==> src/rtl/rr_pkg.sv <==
package rr_pkg;

  localparam logic [7:0] FT_RD3 = 8'h00;
  localparam logic [7:0] FT_RD4 = 8'h20;
  localparam logic [7:0] FT_WR3 = 8'h40;
  localparam logic [7:0] FT_WR4 = 8'h60;
  localparam logic [7:0] FT_CPLD = 8'h4A;

  typedef struct packed {
    logic        rd;
    logic        wr;
    logic [31:0] addr;
    logic [15:0] rid;
    logic [7:0]  tag;
    logic [3:0]  fbe;
  } req_info_t;

  function automatic req_info_t decode_req(input logic [127:0] h);
    req_info_t   d;
    logic [7:0]  ft;
    logic        one_dw;
    ft     = h[31:24];
    one_dw = (h[9:0] == 10'd1);
    d.rd   = one_dw && (ft == FT_RD3 || ft == FT_RD4);
    d.wr   = one_dw && (ft == FT_WR3 || ft == FT_WR4);
    d.addr = ft[5] ? h[127:96] : h[95:64];
    d.rid  = h[63:48];
    d.tag  = h[47:40];
    d.fbe  = h[35:32];
    return d;
  endfunction

endpackage

==> src/rtl/rr_bar_pick.sv <==
module rr_bar_pick #(
  parameter int NUM_BARS = 2,
  localparam int SEL_W = (NUM_BARS > 1) ? $clog2(NUM_BARS) : 1
) (
  input  logic [NUM_BARS-1:0] hit,
  output logic [SEL_W-1:0]    sel,
  output logic                any
);

  generate
    if (NUM_BARS == 1) begin : g_single
      assign sel = '0;
      assign any = hit[0];
    end else begin : g_multi
      always_comb begin
        sel = '0;
        for (int i = NUM_BARS - 1; i >= 0; i--) begin
          if (hit[i]) sel = SEL_W'(i);
        end
      end
      assign any = |hit;
    end
  endgenerate

endmodule

==> src/rtl/rr_reg_file.sv <==
module rr_reg_file #(
  parameter int NUM_BARS = 2,
  parameter int NUM_REGS = 4,
  localparam int SEL_W = (NUM_BARS > 1) ? $clog2(NUM_BARS) : 1,
  localparam int IDX_W = (NUM_REGS > 1) ? $clog2(NUM_REGS) : 1
) (
  input  logic             clk,
  input  logic             rst,
  input  logic             we,
  input  logic [SEL_W-1:0] bar,
  input  logic [IDX_W-1:0] idx,
  input  logic [3:0]       wbe,
  input  logic [31:0]      wdata,
  output logic [31:0]      rdata
);

  logic [31:0] mem [NUM_BARS][NUM_REGS];

  always_ff @(posedge clk) begin
    if (rst) begin
      for (int b = 0; b < NUM_BARS; b++)
        for (int r = 0; r < NUM_REGS; r++)
          mem[b][r] <= '0;
    end else if (we) begin
      for (int k = 0; k < 4; k++)
        if (wbe[k]) mem[bar][idx][8*k +: 8] <= wdata[8*k +: 8];
    end
  end

  assign rdata = mem[bar][idx];

endmodule

==> src/rtl/rr_cpl_out.sv <==
module rr_cpl_out #(
  parameter logic [15:0] CPL_ID = 16'h0100
) (
  input  logic         clk,
  input  logic         rst,
  input  logic         load,
  input  logic         take,
  input  logic [15:0]  rid,
  input  logic [7:0]   tag,
  input  logic [6:0]   low_addr,
  input  logic [31:0]  value,
  output logic         valid,
  output logic [127:0] data
);

  logic [31:0] dw0, dw1, dw2;

  assign dw0 = {rr_pkg::FT_CPLD, 14'd0, 10'd1};
  assign dw1 = {CPL_ID, 3'b000, 1'b0, 12'd4};
  assign dw2 = {rid, tag, 1'b0, low_addr};

  always_ff @(posedge clk) begin
    if (rst) begin
      valid <= 1'b0;
      data  <= '0;
    end else if (load) begin
      valid <= 1'b1;
      data  <= {value, dw2, dw1, dw0};
    end else if (take) begin
      valid <= 1'b0;
    end
  end

endmodule

==> src/rtl/bar_reg_responder.sv <==
module bar_reg_responder #(
  parameter int          NUM_BARS = 2,
  parameter int          NUM_REGS = 4,
  parameter int          WIN_LOG2 = 12,
  parameter logic [15:0] CPL_ID   = 16'h0100
) (
  input  logic                clk,
  input  logic                rst,
  input  logic                req_valid,
  output logic                req_ready,
  input  logic [127:0]        req_data,
  input  logic [NUM_BARS-1:0] req_hit,
  input  logic [31:0]         req_wdata,
  output logic                cpl_valid,
  input  logic                cpl_ready,
  output logic [127:0]        cpl_data
);

  localparam int SEL_W  = (NUM_BARS > 1) ? $clog2(NUM_BARS) : 1;
  localparam int IDX_W  = (NUM_REGS > 1) ? $clog2(NUM_REGS) : 1;
  localparam int WORD_W = WIN_LOG2 - 2;

  rr_pkg::req_info_t info;
  logic              accept;
  logic [SEL_W-1:0]  sel;
  logic              any_hit;
  logic [WORD_W-1:0] word;
  logic              mapped;
  logic [IDX_W-1:0]  idx;
  logic [31:0]       file_rd;
  logic [31:0]       rd_value;
  logic              unused_hi;

  assign info      = rr_pkg::decode_req(req_data);
  assign req_ready = !cpl_valid;
  assign accept    = req_valid && req_ready;

  rr_bar_pick #(.NUM_BARS(NUM_BARS)) u_pick (
    .hit (req_hit),
    .sel (sel),
    .any (any_hit)
  );

  assign word      = info.addr[WIN_LOG2-1:2];
  assign mapped    = 32'(word) < 32'(NUM_REGS);
  assign idx       = word[IDX_W-1:0];
  assign unused_hi = ^{info.addr[31:WIN_LOG2]};

  rr_reg_file #(.NUM_BARS(NUM_BARS), .NUM_REGS(NUM_REGS)) u_file (
    .clk   (clk),
    .rst   (rst),
    .we    (accept && info.wr && any_hit && mapped),
    .bar   (sel),
    .idx   (idx),
    .wbe   (info.fbe),
    .wdata (req_wdata),
    .rdata (file_rd)
  );

  assign rd_value = mapped ? file_rd : 32'h0;

  rr_cpl_out #(.CPL_ID(CPL_ID)) u_cpl (
    .clk      (clk),
    .rst      (rst),
    .load     (accept && info.rd && any_hit),
    .take     (cpl_ready),
    .rid      (info.rid),
    .tag      (info.tag),
    .low_addr (info.addr[6:0]),
    .value    (rd_value),
    .valid    (cpl_valid),
    .data     (cpl_data)
  );

endmodule

==> config.mk <==
export PLATFORM = sky130hd
export DESIGN_NAME = bar_reg_responder
export DESIGN_NICKNAME = d
export VERILOG_FILES = /design/src/rtl/rr_pkg.sv /design/src/rtl/rr_bar_pick.sv /design/src/rtl/rr_reg_file.sv /design/src/rtl/rr_cpl_out.sv /design/src/rtl/bar_reg_responder.sv
export SDC_FILE = /design/constraint.sdc
export NUM_CORES = 1
export LEC_CHECK = 0
export ABC_CLOCK_PERIOD_IN_PS = 3600
export BUFFER_PORTS_ARGS = -buffer_cell sky130_fd_sc_hd__buf_2
export CAP_MARGIN = 0
export CORE_UTILIZATION = 48
export DETAILED_ROUTE_END_ITERATION = 6
export PLACE_DENSITY = 0.71
export SLEW_MARGIN = 20
export SYNTH_ARGS = -nofsm -noshare
export SYNTH_HDL_FRONTEND = slang
export SYNTH_HIERARCHICAL = 1
export SYNTH_SLANG_ARGS = --single-unit
==> constraint.sdc <==
create_clock -name clk -period 3.6 [get_ports clk]
set_clock_uncertainty 0.1 [all_clocks]
set_input_delay 0.72 -clock clk [delete_from_list [all_inputs] [get_ports clk]]
set_output_delay 0.72 -clock clk [all_outputs]
set_load 0.005 [all_outputs]
==> metrics.cfg <==
[outcome]
status = finished, final reports clean

[global_routing]
grt_pass1_vias = 8640
grt_use_total_pct = 20.5
antenna_found_initial = 1
grt_max_degree = 50
grt_pass1_wl_mm = 48.5
overflow = 0

[placement]
place_area_sq_um = 16200
gp_congestion = 0.788
place_worst_setup_slack_ps = 17.9
port_buffers = 178
dpl.cell_count = 1592
hpwlAfterDp_mm = 22.6

[route]
wl_per_cell_um = 20.1
dr.pass1.iters = 7
drt_iter0_markers = 788
drc_errors = 0
antenna_left = 0
drt-total-wl_mm = 33.2
vias_per_cell = 5.48
vias = 9068

[worst_setup_path]
r2r_cells = 7
critPathSlowestCell = or4_4
path_max_fanout = 10
path_cells = buf_2 > or4_4 > o22a_4 > nor4_2 > nor3b_1 > buf_4 > and3_1 > or2_2
crit_type = in -> reg
critPathArrivalTime_ps = 3200
cpPeakStageDelay_ps = 550
crit_cells = 8
startpoint_type = input port
cpLargestDelayFamily = simple AND/OR/NAND/NOR gates
critPathBufInv = 2
worstPathRequired_ps = 3690
crit_path_end_kind = flop

[clock_network]
postCtsSetupBuffers = 0
clk_latency_ps = 500
root_buffer = clkbuf_16
hold_buffers = 0
cts_made_buffers = 35
cts_resized = 0
cts_sinks = 321
clkSlewWorstSetupHoldPaths_ps = 60
cts_tree = yes
cts.path.max_buffers = 3
htreeDepth = 2

[final_layout]
fillers = 2493
multi_input_area_sq_um = 5260
final_nets = 1399
layout.cells.non_filler = 1656
seqCellArea_sq_um = 8990
drive_gt1_share_pct = 30.9
fin_area_sq_um = 17300
syn2layout_area_growth_pct = 15.6

[sta]
finalSetupViolCount = 0
maxSlewViolCount = 0
post-route-period-util_pct = 86.4
timing.final.ws_setup_ps = 490
max_freq_ghz = 0.322
slew_headroom_pct = 53.4
fin_crit_ps = 3110
tightest_slew_ps = 697
holdWs_ps = 353
finalHoldViolCount = 0
grt_setup_unrepaired = false
final.setup.tns_ps = 0

[floorplan]
die_w_um = 179
die_area_sq_um = 31900
floorplan.initialDensity_pct = 48.9
die_y_um = 179
coreArea_sq_um = 30700
num_rows = 64
ios = 296

[synth]
synth-seq-cells = 321
synthAdderAreaFrac_pct = 0
ys_warn_count = 6
async_flop_share_pct = 0
synth_top_area_share_pct = 51.3
syn_area_per_cell_sq_um = 14.5
synth_area_leaders = edfxtp_1 51%, mux4_1 9.5%, dfxtp_1 8.7%
synth_cell_types = 46
ys.flop_type = edfxtp_1
synth_top_family_by_area = multiplexers
syn_inst = 1036
yosys.area.top_type = edfxtp_1
yosysSeqAreaShare_pct = 59.9
synth_xor_xnor_area_share_pct = 0
netlist_area_sq_um = 15000
muxShareOfSynthArea_pct = 18.1
synthSimpleGateAreaFrac_pct = 13.9
synth_edf_count = 256
synth_compound_area_share_pct = 1.49

[min_path]
hp-class = in -> reg
whs_path_depth = 3

[power_and_ir_drop]
leakage_nw = 6.65
irDropWorstVdd_v = 0.000284
pwr_density_cell_nw_per_um2 = 476

[run]
maxCapViolations = 0

through the flow:
step	utilization, %	total power, mW
global route	56.5	8.50
finish	56.5	8.25
floorplan	-	4.69
detailed placement	52.9	4.90
global placement	52.9	4.88
CTS	56.5	8.32
power breakdown:
group          internal, mW  leakage, nW  switching [mW]
combinational         0.314         3.16           0.341
sequential             4.14         2.95          0.0344
clock                  2.04        0.538            1.38
total                  6.49         6.65            1.76
flip-flops by register name, summed over array words and instances, names as in the netlist:
| name | flops |
|---|---|
| u_cpl/data | 64 |
| u_cpl/valid | 1 |
| u_file/mem | 256 |
logic make-up (layout without fill, tap and decap cells):
family / Yosys count / after routing
DFF: 321 / 321
other: 1 / 61
AOI/OAI and AO/OA: 28 / 28
and+or+nand+nor: 377 / 377
buffers and inverters: 143 / 307
muxes: 166 / 166
path summary, 6_finish.rpt:
check / to / startpoint / slack, ps
max: u_file/mem[1][104] / req_data[29] / 490
min: u_cpl/data[91] / req_data[59] / 350
min reg2reg: u_cpl/data[72] / u_cpl/data[72] / 380
max reg2reg: u_file/mem[1][104] / u_cpl/valid / 600
layout by cell type, fill, tap and decap left out, drive strengths merged, types with 2 or more instances in the layout:
master    n
bufinv    3
nor4b     3
mux2i    63
edfxtp  256
nand3b    2
inv       4
or4       2
conb     59
diode     2
nor2    163
nand2b    3
nor4      2
nor2b     7
mux2     39
clkbuf   46
or2       9
and2     32
o21bai   24
or4b      2
and3     70
nand3     5
buf     243
clkinv   10
dfxtp    65
nand2    37
mux4     64
nor3b    34
routing by layer:
metal / track usage, % / routed length, um
met1: 26.8 / 13900
met2: 35.1 / 16200
met3: 3.60 / 2550
met4: 5.79 / 594
met5: 0 / 0
layout make-up:
type	instances	area share (%)
tap	396	2.86
antenna	2	0.0289
clock buffer	46	5.38
clock inverter	16	0.924
multi-input combinational	630	30.4
sequential	321	51.9
inverter	2	0.0433
timing repair buffer	243	8.55
worst register-to-register path, cell delays in order (launching register included):
cell	delay (ps)
dfxtp_1	350
nor4b_1	390
nand4_1	300
nor4_2	480
nor3b_1	330
buf_4	180
and3_1	270
or2_2	290
cells in the mapped netlist (2+ instances only):
| cell | number |
|---|---|
| and2_1 | 32 |
| dfxtp_1 | 65 |
| buf_4 | 66 |
| nor3b_2 | 30 |
| nand3_1 | 5 |
| or2_2 | 8 |
| clkbuf_2 | 5 |
| nand2b_1 | 3 |
| mux2_2 | 39 |
| edfxtp_1 | 256 |
| buf_8 | 5 |
| clkbuf_1 | 31 |
| nor2b_1 | 7 |
| buf_2 | 18 |
| mux4_2 | 10 |
| nand3b_1 | 2 |
| nor4b_1 | 3 |
| o21bai_1 | 24 |
| mux4_1 | 54 |
| nor3b_1 | 4 |
| buf_6 | 15 |
| nand2_1 | 37 |
| and3_1 | 70 |
| nor2_1 | 163 |
| mux2i_1 | 63 |
Note: power is estimated with default switching activity, not from simulation.
